**config.mk**
```make
export PLATFORM = sky130hd
export DESIGN_NAME = smb_cfg_slave
export DESIGN_NICKNAME = d
export VERILOG_FILES = /design/src/rtl/smb_cfg_pkg.sv /design/src/rtl/smb_line_sync.sv /design/src/rtl/smb_bus_fsm.sv /design/src/rtl/smb_regfile.sv /design/src/rtl/smb_cfg_slave.sv
export SDC_FILE = /design/constraint.sdc
export NUM_CORES = 1
export LEC_CHECK = 0
export ABC_AREA = 1
export BUFFER_PORTS_ARGS = -buffer_cell sky130_fd_sc_hd__buf_4
export CORE_MARGIN = 2
export CORE_UTILIZATION = 63
export CTS_CLUSTER_SIZE = 14
export DETAILED_ROUTE_END_ITERATION = 10
export GPL_ROUTABILITY_DRIVEN = 0
export HOLD_SLACK_MARGIN = 0.02
export PLACE_DENSITY = 0.83
export SETUP_SLACK_MARGIN = 0.3
export SLEW_MARGIN = 20
export SYNTH_ARGS = -nofsm -noshare
export SYNTH_HDL_FRONTEND = slang
export SYNTH_HIERARCHICAL = 1
export SYNTH_SLANG_ARGS = --single-unit
```
**constraint.sdc**
```tcl
create_clock -name clk -period 5.5 [get_ports clk]
set_clock_uncertainty 0.05 [all_clocks]
set_input_delay 0.275 -clock clk [delete_from_list [all_inputs] [get_ports clk]]
set_output_delay 0.275 -clock clk [all_outputs]
set_load 0.05 [all_outputs]
```
**src/rtl/smb_cfg_pkg.sv**
```systemverilog
package smb_cfg_pkg;
  localparam int NREG  = 7;
  localparam int IDX_W = $clog2(NREG);
  localparam int DW    = 8;

  localparam logic [DW-1:0] ADDR_WR   = 8'hDC;
  localparam logic [DW-1:0] ADDR_RD   = 8'hDD;
  localparam logic [DW-1:0] RST_OE    = 8'hFF;
  localparam logic [DW-1:0] RST_STOP  = 8'h80;
  localparam logic [DW-1:0] RST_BCNT  = 8'h07;
  localparam logic [DW-1:0] ID_REVVND = 8'h01;
  localparam logic [DW-1:0] ID_DEV    = 8'h07;
  // control byte bits that always accept a write (software select, stop drive)
  localparam logic [DW-1:0] CTL_FREE  = 8'h06;

  localparam logic [IDX_W-1:0] IDX_CTL  = 3'd0;
  localparam logic [IDX_W-1:0] IDX_OE   = 3'd1;
  localparam logic [IDX_W-1:0] IDX_STOP = 3'd2;
  localparam logic [IDX_W-1:0] IDX_RB   = 3'd3;
  localparam logic [IDX_W-1:0] IDX_ID0  = 3'd4;
  localparam logic [IDX_W-1:0] IDX_ID1  = 3'd5;
  localparam logic [IDX_W-1:0] IDX_BCNT = 3'd6;

  typedef enum logic [2:0] {
    BUS_IDLE, BUS_RX, BUS_RX_ACK, BUS_TX, BUS_TX_ACK
  } bus_state_t;

  function automatic logic [IDX_W-1:0] idx_next(input logic [IDX_W-1:0] i);
    return (int'(i) == NREG - 1) ? '0 : i + 1'b1;
  endfunction

  function automatic logic [IDX_W-1:0] idx_clip(input logic [DW-1:0] n);
    return (int'(n) < NREG) ? n[IDX_W-1:0] : '0;
  endfunction

  function automatic logic [DW-1:0] ctl_merge(input logic [DW-1:0] old,
                                              input logic [DW-1:0] wd);
    return old[2] ? wd : ((old & ~CTL_FREE) | (wd & CTL_FREE));
  endfunction
endpackage

```
**src/rtl/smb_line_sync.sv**
```systemverilog
module smb_line_sync #(
  parameter int STAGES = 2
) (
  input  logic clk,
  input  logic rst_n,
  input  logic scl_i,
  input  logic sda_i,
  output logic scl_s,
  output logic sda_s,
  output logic scl_rise,
  output logic scl_fall,
  output logic start_ev,
  output logic stop_ev
);
  logic [STAGES-1:0] scl_pipe, sda_pipe;
  logic scl_q, sda_q;

  generate
    for (genvar g = 0; g < STAGES; g++) begin : g_stage
      if (g == 0) begin : g_first
        always_ff @(posedge clk) begin
          if (!rst_n) begin
            scl_pipe[0] <= 1'b1;
            sda_pipe[0] <= 1'b1;
          end else begin
            scl_pipe[0] <= scl_i;
            sda_pipe[0] <= sda_i;
          end
        end
      end else begin : g_rest
        always_ff @(posedge clk) begin
          if (!rst_n) begin
            scl_pipe[g] <= 1'b1;
            sda_pipe[g] <= 1'b1;
          end else begin
            scl_pipe[g] <= scl_pipe[g-1];
            sda_pipe[g] <= sda_pipe[g-1];
          end
        end
      end
    end
  endgenerate

  always_ff @(posedge clk) begin
    if (!rst_n) begin
      scl_q <= 1'b1;
      sda_q <= 1'b1;
    end else begin
      scl_q <= scl_s;
      sda_q <= sda_s;
    end
  end

  assign scl_s    = scl_pipe[STAGES-1];
  assign sda_s    = sda_pipe[STAGES-1];
  assign scl_rise = scl_s & ~scl_q;
  assign scl_fall = ~scl_s & scl_q;
  assign start_ev = scl_s & scl_q & sda_q & ~sda_s;
  assign stop_ev  = scl_s & scl_q & ~sda_q & sda_s;
endmodule

```
**src/rtl/smb_bus_fsm.sv**
```systemverilog
module smb_bus_fsm
  import smb_cfg_pkg::*;
(
  input  logic             clk,
  input  logic             rst_n,
  input  logic             sda_s,
  input  logic             scl_rise,
  input  logic             scl_fall,
  input  logic             start_ev,
  input  logic             stop_ev,
  input  logic [DW-1:0]    rd_data,
  input  logic [DW-1:0]    bcnt,
  output logic [IDX_W-1:0] rd_idx,
  output logic             wr_en,
  output logic [IDX_W-1:0] wr_idx,
  output logic [DW-1:0]    wr_data,
  output logic             sda_drive
);
  bus_state_t       state;
  logic [DW-1:0]    shreg;
  logic [3:0]       bitcnt;
  logic [1:0]       byte_no;   // 0 address, 1 index, 2 count, 3 data
  logic [IDX_W-1:0] ptr;
  logic [DW-1:0]    remain;
  logic             go_tx;
  logic             m_ack;
  logic             byte_end;
  logic             rx_ack;

  assign byte_end = (state == BUS_RX) && scl_fall && (bitcnt == 4'd8);

  always_comb begin
    unique case (byte_no)
      2'd0:    rx_ack = (shreg == ADDR_WR) || (shreg == ADDR_RD);
      2'd3:    rx_ack = (remain != '0);
      default: rx_ack = 1'b1;
    endcase
  end

  assign wr_en   = byte_end && (byte_no == 2'd3) && (remain != '0);
  assign wr_idx  = ptr;
  assign wr_data = shreg;
  assign rd_idx  = ptr;

  always_ff @(posedge clk) begin
    if (!rst_n) begin
      state     <= BUS_IDLE;
      shreg     <= '0;
      bitcnt    <= '0;
      byte_no   <= '0;
      ptr       <= '0;
      remain    <= '0;
      go_tx     <= 1'b0;
      m_ack     <= 1'b0;
      sda_drive <= 1'b0;
    end else if (start_ev) begin
      state     <= BUS_RX;
      bitcnt    <= '0;
      byte_no   <= '0;
      sda_drive <= 1'b0;
    end else if (stop_ev) begin
      state     <= BUS_IDLE;
      sda_drive <= 1'b0;
    end else begin
      unique case (state)
        BUS_RX: begin
          if (scl_rise && bitcnt != 4'd8) begin
            shreg  <= {shreg[DW-2:0], sda_s};
            bitcnt <= bitcnt + 1'b1;
          end else if (byte_end) begin
            if (rx_ack) begin
              sda_drive <= 1'b1;
              state     <= BUS_RX_ACK;
            end else begin
              state <= BUS_IDLE;
            end
            if (byte_no != 2'd3) byte_no <= byte_no + 1'b1;
            unique case (byte_no)
              2'd0: go_tx  <= (shreg == ADDR_RD);
              2'd1: ptr    <= idx_clip(shreg);
              2'd2: remain <= shreg;
              default: begin
                if (remain != '0) begin
                  ptr    <= idx_next(ptr);
                  remain <= remain - 1'b1;
                end
              end
            endcase
          end
        end
        BUS_RX_ACK: begin
          if (scl_fall) begin
            if (go_tx) begin
              state     <= BUS_TX;
              sda_drive <= ~bcnt[DW-1];
              shreg     <= {bcnt[DW-2:0], 1'b0};
              bitcnt    <= 4'd1;
            end else begin
              state     <= BUS_RX;
              sda_drive <= 1'b0;
              bitcnt    <= '0;
            end
          end
        end
        BUS_TX: begin
          if (scl_fall) begin
            if (bitcnt == 4'd8) begin
              sda_drive <= 1'b0;
              state     <= BUS_TX_ACK;
            end else begin
              sda_drive <= ~shreg[DW-1];
              shreg     <= {shreg[DW-2:0], 1'b0};
              bitcnt    <= bitcnt + 1'b1;
            end
          end
        end
        BUS_TX_ACK: begin
          if (scl_rise) begin
            m_ack <= ~sda_s;
          end else if (scl_fall) begin
            if (m_ack) begin
              state     <= BUS_TX;
              sda_drive <= ~rd_data[DW-1];
              shreg     <= {rd_data[DW-2:0], 1'b0};
              bitcnt    <= 4'd1;
              ptr       <= idx_next(ptr);
            end else begin
              state <= BUS_IDLE;
            end
          end
        end
        default: ;
      endcase
    end
  end
endmodule

```
**src/rtl/smb_regfile.sv**
```systemverilog
module smb_regfile
  import smb_cfg_pkg::*;
(
  input  logic             clk,
  input  logic             rst_n,
  input  logic [3:0]       strap_fs,
  input  logic             strap_spread,
  input  logic             strap_center,
  input  logic             wr_en,
  input  logic [IDX_W-1:0] wr_idx,
  input  logic [DW-1:0]    wr_data,
  input  logic [IDX_W-1:0] rd_idx,
  output logic [DW-1:0]    rd_data,
  output logic [DW-1:0]    ctl_q,
  output logic [DW-1:0]    oe_q,
  output logic [DW-1:0]    stop_q,
  output logic [DW-1:0]    bcnt_q,
  output logic [DW-1:0]    strap_rb
);
  logic [5:0] strap_q;

  always_ff @(posedge clk) begin
    if (!rst_n) begin
      strap_q <= {strap_fs, strap_spread, strap_center};
      ctl_q   <= {strap_fs, strap_spread, 2'b00, strap_center};
      oe_q    <= RST_OE;
      stop_q  <= RST_STOP;
      bcnt_q  <= RST_BCNT;
    end else if (wr_en) begin
      unique case (wr_idx)
        IDX_CTL:  ctl_q  <= ctl_merge(ctl_q, wr_data);
        IDX_OE:   oe_q   <= wr_data;
        IDX_STOP: stop_q <= wr_data;
        IDX_BCNT: bcnt_q <= wr_data;
        default:  ;
      endcase
    end
  end

  assign strap_rb = {strap_q[5:1], 2'b00, strap_q[0]};

  always_comb begin
    unique case (rd_idx)
      IDX_CTL:  rd_data = ctl_q;
      IDX_OE:   rd_data = oe_q;
      IDX_STOP: rd_data = stop_q;
      IDX_RB:   rd_data = strap_rb;
      IDX_ID0:  rd_data = ID_REVVND;
      IDX_ID1:  rd_data = ID_DEV;
      IDX_BCNT: rd_data = bcnt_q;
      default:  rd_data = '0;
    endcase
  end
endmodule

```
**src/rtl/smb_cfg_slave.sv**
```systemverilog
module smb_cfg_slave
  import smb_cfg_pkg::*;
(
  input  logic       clk,
  input  logic       rst_n,
  input  logic       scl_i,
  input  logic       sda_i,
  output logic       sda_o,
  output logic       sda_oe,
  input  logic [3:0] strap_fs,
  input  logic       strap_spread,
  input  logic       strap_center,
  output logic [3:0] cfg_fs,
  output logic       cfg_spread_en,
  output logic       cfg_sw_sel,
  output logic       cfg_stop_hiz,
  output logic       cfg_center,
  output logic [7:0] out_enable,
  output logic [7:0] stop_able
);
  logic             scl_s, sda_s, scl_rise, scl_fall, start_ev, stop_ev;
  logic [IDX_W-1:0] rd_idx, wr_idx;
  logic             wr_en;
  logic [DW-1:0]    wr_data, rd_data, ctl_q, oe_q, stop_q, bcnt_q, strap_rb;

  smb_line_sync #(.STAGES(2)) u_sync (
    .clk(clk), .rst_n(rst_n), .scl_i(scl_i), .sda_i(sda_i),
    .scl_s(scl_s), .sda_s(sda_s), .scl_rise(scl_rise), .scl_fall(scl_fall),
    .start_ev(start_ev), .stop_ev(stop_ev)
  );

  smb_bus_fsm u_fsm (
    .clk(clk), .rst_n(rst_n), .sda_s(sda_s), .scl_rise(scl_rise),
    .scl_fall(scl_fall), .start_ev(start_ev), .stop_ev(stop_ev),
    .rd_data(rd_data), .bcnt(bcnt_q), .rd_idx(rd_idx), .wr_en(wr_en),
    .wr_idx(wr_idx), .wr_data(wr_data), .sda_drive(sda_oe)
  );

  smb_regfile u_regs (
    .clk(clk), .rst_n(rst_n), .strap_fs(strap_fs), .strap_spread(strap_spread),
    .strap_center(strap_center), .wr_en(wr_en), .wr_idx(wr_idx),
    .wr_data(wr_data), .rd_idx(rd_idx), .rd_data(rd_data), .ctl_q(ctl_q),
    .oe_q(oe_q), .stop_q(stop_q), .bcnt_q(bcnt_q), .strap_rb(strap_rb)
  );

  assign sda_o         = 1'b0;
  assign cfg_fs        = ctl_q[7:4];
  assign cfg_spread_en = ctl_q[3];
  assign cfg_sw_sel    = ctl_q[2];
  assign cfg_stop_hiz  = ctl_q[1];
  assign cfg_center    = ctl_q[0];
  assign out_enable    = oe_q;
  assign stop_able     = stop_q;
endmodule

```
==> flow_summary.json, run 1 <==
{
  "max_cap_violations": 0,
  "clk_pin_slew_ps": 80,
  "tightest_slew_ps": 1020,
  "crit_required_ps": 5690,
  "coreArea_um2": 6680,
  "r2r_end": "u_fsm/wr_data[7]$_SDFFE_PN0P_",
  "syn_area_um2": 4300,
  "multiInputGateArea_um2": 2310,
  "worst_slack_ps": 3090,
  "avgViaCountPerCell": 5.74,
  "final_cell_area_um2": 4700,
  "syn_to_final_growth_pct": 9.46,
  "post-place-ws_ps": 3170,
  "fmax_ghz": 0.415,
  "drive_gt1_share_pct": 10.7,
  "port_buffers": 34,
  "setup.worst_path.start_class": "flip-flop",
  "hpwl_mm": 7.90,
  "gr-total-overflow": 0,
  "cpMostUsedCell": "nand2_1",
  "die_width_um": 86.6,
  "hp-class": "in2reg",
  "critPathCaptureType": "flip-flop",
  "critPathArrivalTime_ps": 2610,
  "final-max-slew-violation-count": 0,
  "setup_viol": 0,
  "hold_buffers": 0,
  "grt_pass1_vias": 3719,
  "r2r_start": "u_fsm/rd_idx[1]$_SDFFE_PN0P_",
  "slowest_delay_ps": 1010,
  "hp-start": "scl_i",
  "post_cts_buffers": 0,
  "dr.first_iter.drc_count": 370,
  "cts_tree": "built",
  "nFillCells": 600,
  "outcome": "complete, no violations",
  "cts_resized": 0,
  "rsz0062_at_grt": "false",
  "cts.sinks": 75,
  "cts_buffer_depth": 2,
  "vias": 4391,
  "start_util_pct": 64.3,
  "ant_nets": 0,
  "placed_area_um2": 4540,
  "regToRegSetupSlack_ps": 3090,
  "grt_start_max_net_pins": 59,
  "min_to": "u_sync/scl_pipe[0]$_SDFF_PN1_",
  "period_share_pct": 43.8,
  "finalHoldViolCount": 0,
  "placementRows": 30,
  "htreeDepth": 3,
  "cts-buffers-inserted": 9,
  "yosysWarnings": 6,
  "drc": 0,
  "ioPinCount": 36,
  "wl_per_cell_um": 14.2,
  "antenna_found_initial": 0,
  "syn-num-nets": 673,
  "die_h_um": 86.6,
  "syn_avg_cell_area_um2": 6.56,
  "crit_family": "flip-flops",
  "fin_crit_ps": 2410,
  "cp_max_fo": 29,
  "regArea_um2": 1620,
  "critical_path_class": "reg2reg",
  "tns_ps": 0,
  "first_pass_iters": 5,
  "grt_pass1_wl_mm": 17.2,
  "path_cells": "inv_2 > nand2_1 > nor2_1 > nand2_1 > nand2_1 > inv_1 > nand2_1 > nand2_1 > nand2_1 > nor2_1 > nand3_1 > nand2_1 > a21oi_1",
  "root_buffer": "clkbuf_8",
  "hold_depth": 3,
  "power_density_nw_per_um2": 375,
  "power.leakage_nw": 2.22,
  "hold_ws_ps": 51.5,
  "ir_drop_uv": 244,
  "clock_latency_ps": 350,
  "die_area_um2": 7500,
  "synthCells": 655,
  "wirelength_mm": 10.8,
  "path_buf_inv": 2,
  "diodes": 0,
  "r2r_cells": 13,
  "grt_usage_pct": 29.2,
  "cp_slowest_cell": "dfxtp_1",
  "relSlewSlack_pct": 31.6,
  "nets": 698
}
placed cells by master (no fill, tap or decap), types with 12 or more instances in the layout:
cell / count
nand2_1: 176
nor2_1: 111
nand3_1: 65
dfxtp_1: 63
inv_1: 59
o21ai_0: 43
buf_4: 34
nand4_1: 29
a21oi_1: 28
edfxtp_1: 12
state kept, by name, summed over array words and instances, names as in the netlist, 2 cells and up:
name,cells
u_fsm/remain,8
u_fsm/wr_data,8
u_regs/bcnt_q,8
u_regs/ctl_q,8
u_regs/oe_q,8
u_regs/stop_q,8
u_regs/strap_q,6
u_fsm/bitcnt,4
u_fsm/rd_idx,3
u_fsm/state,3
u_fsm/byte_no,2
worst reg2reg max path: cells and delay by family (launching register included):
| kind | cells | cell delay, ps |
|---|---|---|
| buf+inv | 2 | 260 |
| flops | 1 | 1010 |
| simple gates | 10 | 950 |
| compound gates | 1 | 40 |
how the worst max path moves through the flow:
stage                                       from  cells past startpoint                       endpoint
floorplan           u_fsm/bitcnt[0]$_SDFFE_PP0P_                      8      u_regs/ctl_q[0]$_DFFE_PP_
detailed placement  u_fsm/rd_idx[1]$_SDFFE_PN0P_                     13  u_fsm/wr_data[7]$_SDFFE_PN0P_
global route        u_fsm/rd_idx[1]$_SDFFE_PN0P_                     13  u_fsm/wr_data[7]$_SDFFE_PN0P_
finish              u_fsm/rd_idx[1]$_SDFFE_PN0P_                     13  u_fsm/wr_data[7]$_SDFFE_PN0P_
CTS                 u_fsm/rd_idx[1]$_SDFFE_PN0P_                     13  u_fsm/wr_data[7]$_SDFFE_PN0P_
global placement    u_fsm/rd_idx[1]$_SDFFE_PN0P_                     13  u_fsm/wr_data[7]$_SDFFE_PN0P_
per-stage QoR:
stage	std cells	total power, mW	utilization, %
after detailed placement	749	1.38	67.9
after global placement	749	1.36	67.9
after CTS	765	1.75	70.4
final	765	1.77	70.4
after global routing	765	1.88	70.4
after floorplan	655	1.25	-
per-layer routing:
| metal | global-route usage (%) | up-vias | routed length, µm |
|---|---|---|---|
| met1 | 37.4 | 1975 | 4640 |
| met3 | 5.62 | 33 | 768 |
| met2 | 48.8 | 201 | 5150 |
| met4 | 10.9 | 0 | 280 |
| met5 | 0 | - | 0 |
| li1 | - | 2182 | - |
area by class of cell:
class / instances / share of cell area, %
flip-flops and latches: 75 / 34.5
repair buffers: 34 / 5.43
clock buffers: 10 / 2.71
clock inverters: 6 / 0.824
inverters: 67 / 5.40
well taps: 80 / 2.13
multi-input cells: 493 / 49.0
power by group:
part           internal [mW]  leakage (nW)  switching [mW]
Clock                  0.164        0.0907           0.214
Combinational          0.202          1.50           0.430
Sequential             0.609         0.630           0.147
No activity file was read; power rests on OpenSTA's default activity.
==> run 2, diff against run 1 <==
--- a/config.mk
+++ b/config.mk
@@ -8,12 +8,12 @@
 export ABC_AREA = 1
 export BUFFER_PORTS_ARGS = -buffer_cell sky130_fd_sc_hd__buf_4
 export CORE_MARGIN = 2
-export CORE_UTILIZATION = 63
+export CORE_UTILIZATION = 60
 export CTS_CLUSTER_SIZE = 14
 export DETAILED_ROUTE_END_ITERATION = 10
 export GPL_ROUTABILITY_DRIVEN = 0
 export HOLD_SLACK_MARGIN = 0.02
-export PLACE_DENSITY = 0.83
+export PLACE_DENSITY = 0.8
 export SETUP_SLACK_MARGIN = 0.3
 export SLEW_MARGIN = 20
 export SYNTH_ARGS = -nofsm -noshare
==> constraint.sdc (replaced) <==
create_clock -name clk -period 2.5 [get_ports clk]
set_clock_uncertainty 0.05 [all_clocks]
set_input_delay 0.125 -clock clk [delete_from_list [all_inputs] [get_ports clk]]
set_output_delay 0.125 -clock clk [all_outputs]
set_load 0.05 [all_outputs]
==> run 2 against run 1 <==
Routed wire length grew 6.5%. Global-route usage grew 1.2 points. Largest power group is now combinational cells. Cell count grew 4.6%. Setup slack lost 2600 ps. Sequential power grew 100%. Utilization grew 2.1 points. Worst hold slack lost 31 ps. Critical endpoint is now u_regs/ctl_q[7]$_DFFE_PP_. Critical path depth shrank 5. Largest cell class unchanged.
==> flow_summary.json, run 2 (synthesis gave the netlist of run 1 again) <==
{
  "outcome": "complete, no violations",
  "drc": 0,
  "setup.worst_path.start_class": "flip-flop",
  "final-max-slew-violation-count": 0,
  "fmax_ghz": 0.486,
  "first_pass_iters": 5,
  "layout_common_cells": "176 x nand2_1, 109 x nor2_1, 65 x nand3_1",
  "met3_wirelength_um": 805,
  "finalHoldViolCount": 0,
  "period_share_pct": 82.3,
  "die_h_um": 88.6,
  "max_cap_violations": 0,
  "diodes": 0,
  "root_buffer": "clkbuf_8",
  "tns_ps": 0,
  "crit_required_ps": 2500,
  "tightest_slew_ps": 560,
  "htreeDepth": 3,
  "pwr-share-seq_pct": 35.4,
  "ant_nets": 0,
  "clk_pin_slew_ps": 80,
  "switching_share_pct": 42.1,
  "wl_per_cell_um": 14.4,
  "ioPinCount": 36,
  "wirelength_mm": 11.5,
  "cts_buffer_depth": 2,
  "syn_to_final_growth_pct": 15.9,
  "relSlewSlack_pct": 62.6,
  "switchingPower_mw": 1.84,
  "cts.sinks": 75,
  "drive_gt1_share_pct": 12.2,
  "rsz0062_at_grt": "false",
  "clock_latency_ps": 360,
  "cts_tree": "built",
  "start_util_pct": 62.6,
  "power_density_nw_per_um2": 875,
  "wl_met2_mm": 5.58,
  "critPathCaptureType": "flip-flop",
  "die_width_um": 88.6,
  "hp-class": "in2reg",
  "power.leakage_nw": 2.33,
  "cp_max_fo": 7,
  "port_buffers": 34,
  "fin_cells": 800,
  "antenna_found_initial": 0,
  "layout_commonest_cell": "nand2_1",
  "gr-total-overflow": 0,
  "vias": 4514,
  "placementRows": 30,
  "p_total_mw": 4.36,
  "top_layer": "met4",
  "grt_pass1_vias": 3950,
  "nets": 717,
  "grt_pass1_wl_mm": 18.5,
  "setup_viol": 0,
  "pwr-share-clk_pct": 26.3,
  "critical_path_class": "reg2reg",
  "routedLengthMet1_mm": 4.79,
  "fin_crit_ps": 2060,
  "p_int_mw": 2.52,
  "die_area_um2": 7860,
  "grt_start_max_net_pins": 34,
  "dpl.cell_count": 776,
  "avgViaCountPerCell": 5.64,
  "critPathArrivalTime_ps": 2060,
  "cts-buffers-inserted": 9,
  "placed_area_um2": 4640,
  "ir_drop_uv": 525,
  "hpwl_mm": 8.24,
  "comb_power_share_pct": 38.3,
  "grt_usage_pct": 30.4,
  "coreArea_um2": 6870,
  "dr.first_iter.drc_count": 325,
  "final_cell_area_um2": 4980
}
==> run 2: changes by cell type in the layout (fill, tap and decap cells not counted), sizes merged <==
cell	before	now
clkinv	7	4
bufinv	0	3
clkinvlp	0	2
inv	66	64
dlygate4sd3	0	8
buf	34	45
==> run 2: routing by layer <==
metal / global-route usage, % / vias up
li1: - / 2215
met1: 37.0 / 2054
met2: 52.8 / 210
met3: 4.48 / 35
met4: 13.6 / 0
met5: 0 / -
==> run 2: area by class of cell <==
cell class                 instances  area, µm²
timing repair buffer              53        418
tap                               96        120
sequential                        75       1620
inverter                          67        254
clock inverter                     6        114
multi-input combinational        493       2320
fill                             576       1890
clock buffer                      10        128
==> run 2: power groups by stage <==
stage / registers, mW / logic (mW) / clock network (mW)
after global routing: 1.55 / 1.85 / 1.20
after floorplan: 1.53 / 1.23 / 0
after detailed placement: 1.56 / 1.60 / 0
after global placement: 1.56 / 1.55 / 0
after CTS: 1.53 / 1.63 / 1.15
final: 1.54 / 1.67 / 1.15
==> run 2: worst paths after layout <==
path | to | startpoint | slack [ps] | depth (start not counted)
setup reg to reg | u_regs/ctl_q[7]$_DFFE_PP_ | u_fsm/bitcnt[0]$_SDFFE_PP0P_ | 440 | 8
hold reg to reg | u_sync/sda_s$_SDFF_PN1_ | u_sync/sda_pipe[0]$_SDFF_PN1_ | 360 | 2
setup / recovery | u_regs/ctl_q[7]$_DFFE_PP_ | u_fsm/bitcnt[0]$_SDFFE_PP0P_ | 440 | 8
hold / removal | u_sync/sda_s$_SDFF_PN1_ | rst_n | 20 | 2
==> run 2: per-stage QoR <==
step	utilization [%]	hold WS (ps)	setup WS, ps
6_report	72.5	20.6	442
4_1_cts	72.2	27.8	381
3_3_place_gp	67.6	248	453
5_1_grt	72.5	37.4	291
3_5_place_dp	67.6	254	397
2_1_floorplan	-	144	547
==> run 2: what timing repair did <==
item                                    in CTS  in global routing
hold buffers                                 8                  0
hold endpoints to repair                    11                  0
resized for setup                            0                  5
endpoints found under the setup margin       0                 22
setup buffers                                0                  0
==> run 2: worst max-delay path: stages, from the launching register on <==
cell,delay [ps]
dfxtp_1,360
inv_1,70
ha_1,180
nand2_1,90
nor2_2,130
nand3_2,140
nor2_4,180
nand4_1,260
nand2_1,290
==> run 3, diff against run 2 <==
==> constraint.sdc (replaced) <==
create_clock -name clk -period 2.2 [get_ports clk]
set_clock_uncertainty 0.05 [all_clocks]
set_input_delay 0.11 -clock clk [delete_from_list [all_inputs] [get_ports clk]]
set_output_delay 0.11 -clock clk [all_outputs]
set_load 0.05 [all_outputs]
==> run 3 against run 2 <==
Routed wire length is 3.3% higher. Sequential share of layout area down 1.2 points. Global-route usage is 0.15 points lower. Non-clock buffer count up 12. Clock power is 13% higher. Critical path depth rose by 2. Flip-flop and latch count stayed put. Power grew 18%. Via count rose by 1.6%. Utilization grew 3.3 points. Combinational power up 26%. Final area is 4.5% higher. Largest power group unchanged. Highest routed layer unchanged.
==> flow_summary.json, run 3 (synthesis gave the netlist of run 1 again) <==
{
  "setup.worst_path.start_class": "flip-flop",
  "nets": 730,
  "r2r_end": "u_regs/oe_q[6]$_SDFFE_PN1P_",
  "coreArea_um2": 6870,
  "avgViaCountPerCell": 5.64,
  "critPathArrivalTime_ps": 2120,
  "antenna_found_initial": 0,
  "wl_per_cell_um": 14.7,
  "clk_pin_slew_ps": 80,
  "critical_path_class": "reg2reg",
  "power_density_nw_per_um2": 988,
  "layout_common_cells": "172 x nand2_1, 102 x nor2_1, 64 x nand3_1",
  "htreeDepth": 3,
  "crit_required_ps": 2380,
  "nFillCells": 547,
  "ir_drop_uv": 573,
  "outcome": "complete, no violations",
  "cts-buffers-inserted": 9,
  "tns_ps": 0,
  "cts_buffer_depth": 2,
  "fmax_ghz": 0.516,
  "fin_crit_ps": 1940,
  "endpoint": "u_regs/oe_q[6]$_SDFFE_PN1P_",
  "rsz0062_at_grt": "true",
  "layout_commonest_cell": "nand2_1",
  "r2r_start": "u_fsm/state[1]$_SDFFE_PP0P_",
  "r2r_cells": 10,
  "grt_pass1_vias": 4039,
  "port_buffers": 34,
  "first_pass_iters": 5,
  "hp-class": "in2reg",
  "vias": 4588,
  "die_width_um": 88.6,
  "finalHoldViolCount": 0,
  "hpwl_mm": 8.21,
  "ant_nets": 0,
  "root_buffer": "clkbuf_8",
  "grt_start_max_net_pins": 33,
  "diodes": 0,
  "drc": 0,
  "cp_max_fo": 8,
  "startpoint": "u_fsm/state[1]$_SDFFE_PP0P_",
  "cts.sinks": 75,
  "worst_slack_ps": 261,
  "grt_pass1_wl_mm": 18.4,
  "clock_latency_ps": 350,
  "ioPinCount": 36,
  "post-place-ws_ps": 158,
  "syn_to_final_growth_pct": 21.1,
  "hold_ws_ps": 53.4,
  "period_share_pct": 88.1,
  "drive_gt1_share_pct": 17.4,
  "die_h_um": 88.6,
  "die_area_um2": 7860,
  "gr-total-overflow": 0,
  "regToRegSetupSlack_ps": 260,
  "start_util_pct": 62.6,
  "placementRows": 30,
  "dpl.cell_count": 779,
  "max_cap_violations": 0,
  "cts_tree": "built",
  "critPathCaptureType": "flip-flop",
  "fin_cells": 813,
  "finish.utilization_pct": 75.8,
  "placed_area_um2": 4670,
  "setup_viol": 0,
  "dr.first_iter.drc_count": 400,
  "wirelength_mm": 11.9,
  "p_total_mw": 5.14,
  "grt_usage_pct": 30.2,
  "final_cell_area_um2": 5200,
  "final-max-slew-violation-count": 0,
  "power.leakage_nw": 2.41
}
==> run 3: worst min path at each step <==
stage                     startpoint                       endpoint  slack (ps)  cells past startpoint
after detailed placement       scl_i  u_sync/scl_pipe[0]$_SDFF_PN1_         240                      3
final                          rst_n  u_regs/bcnt_q[0]$_SDFFE_PN1P_          50                      2
after CTS                      rst_n  u_regs/bcnt_q[0]$_SDFFE_PN1P_          40                      2
after floorplan                rst_n  u_sync/scl_pipe[0]$_SDFF_PN1_         130                      1
after global placement         sda_i  u_sync/sda_pipe[0]$_SDFF_PN1_         230                      3
after global routing           rst_n  u_regs/bcnt_q[0]$_SDFFE_PN1P_          80                      2
==> run 3: worst max-delay path, cell delays in order, from the launching register on <==
cell and delay, ps:
dfxtp_1 370, inv_2 110, nand2_1 90, nor2_4 170
nand3_2 160, nor2_4 220, inv_2 90, nor2_8 230
nand3_4 140, nand2_1 100, nand3_1 70
==> run 3: final cells by class <==
cell class                 instances  area (µm²)  share of cell area, %
multi-input combinational        494        2430                   46.8
inverter                          67         263                   5.05
timing repair buffer              65         514                   9.88
sequential                        75        1630                   31.4
tap                               96         120                   2.31
clock buffer                      10         128                   2.45
clock inverter                     6         113                   2.16
==> run 3: repair_timing <==
| item | in CTS | in global routing |
|---|---|---|
| endpoints found under the setup margin | 45 | 59 |
| pin swaps | 1 | 10 |
| buffers inserted | 1 | 7 |
| hold buffers | 9 | 0 |
| cloned | 0 | 1 |
| endpoints found under the hold margin | 14 | 0 |
| resized for setup | 7 | 45 |
==> run 3: power by group <==
group	switching, mW	internal [mW]	leakage, nW
clock network	0.544	0.757	0.117
logic	1.42	0.691	1.66
registers	0.199	1.53	0.633
total	2.16	2.98	2.41
==> run 3: metal layers <==
metal,vias up,routed length (µm),GRT usage [%],part of all wire [%]
met4,0,383,12.9,3.2
met1,2082,4890,37.0,41
met5,-,0,0,0
met2,202,5830,51.8,49
met3,45,818,5.60,6.9
li1,2259,-,-,-
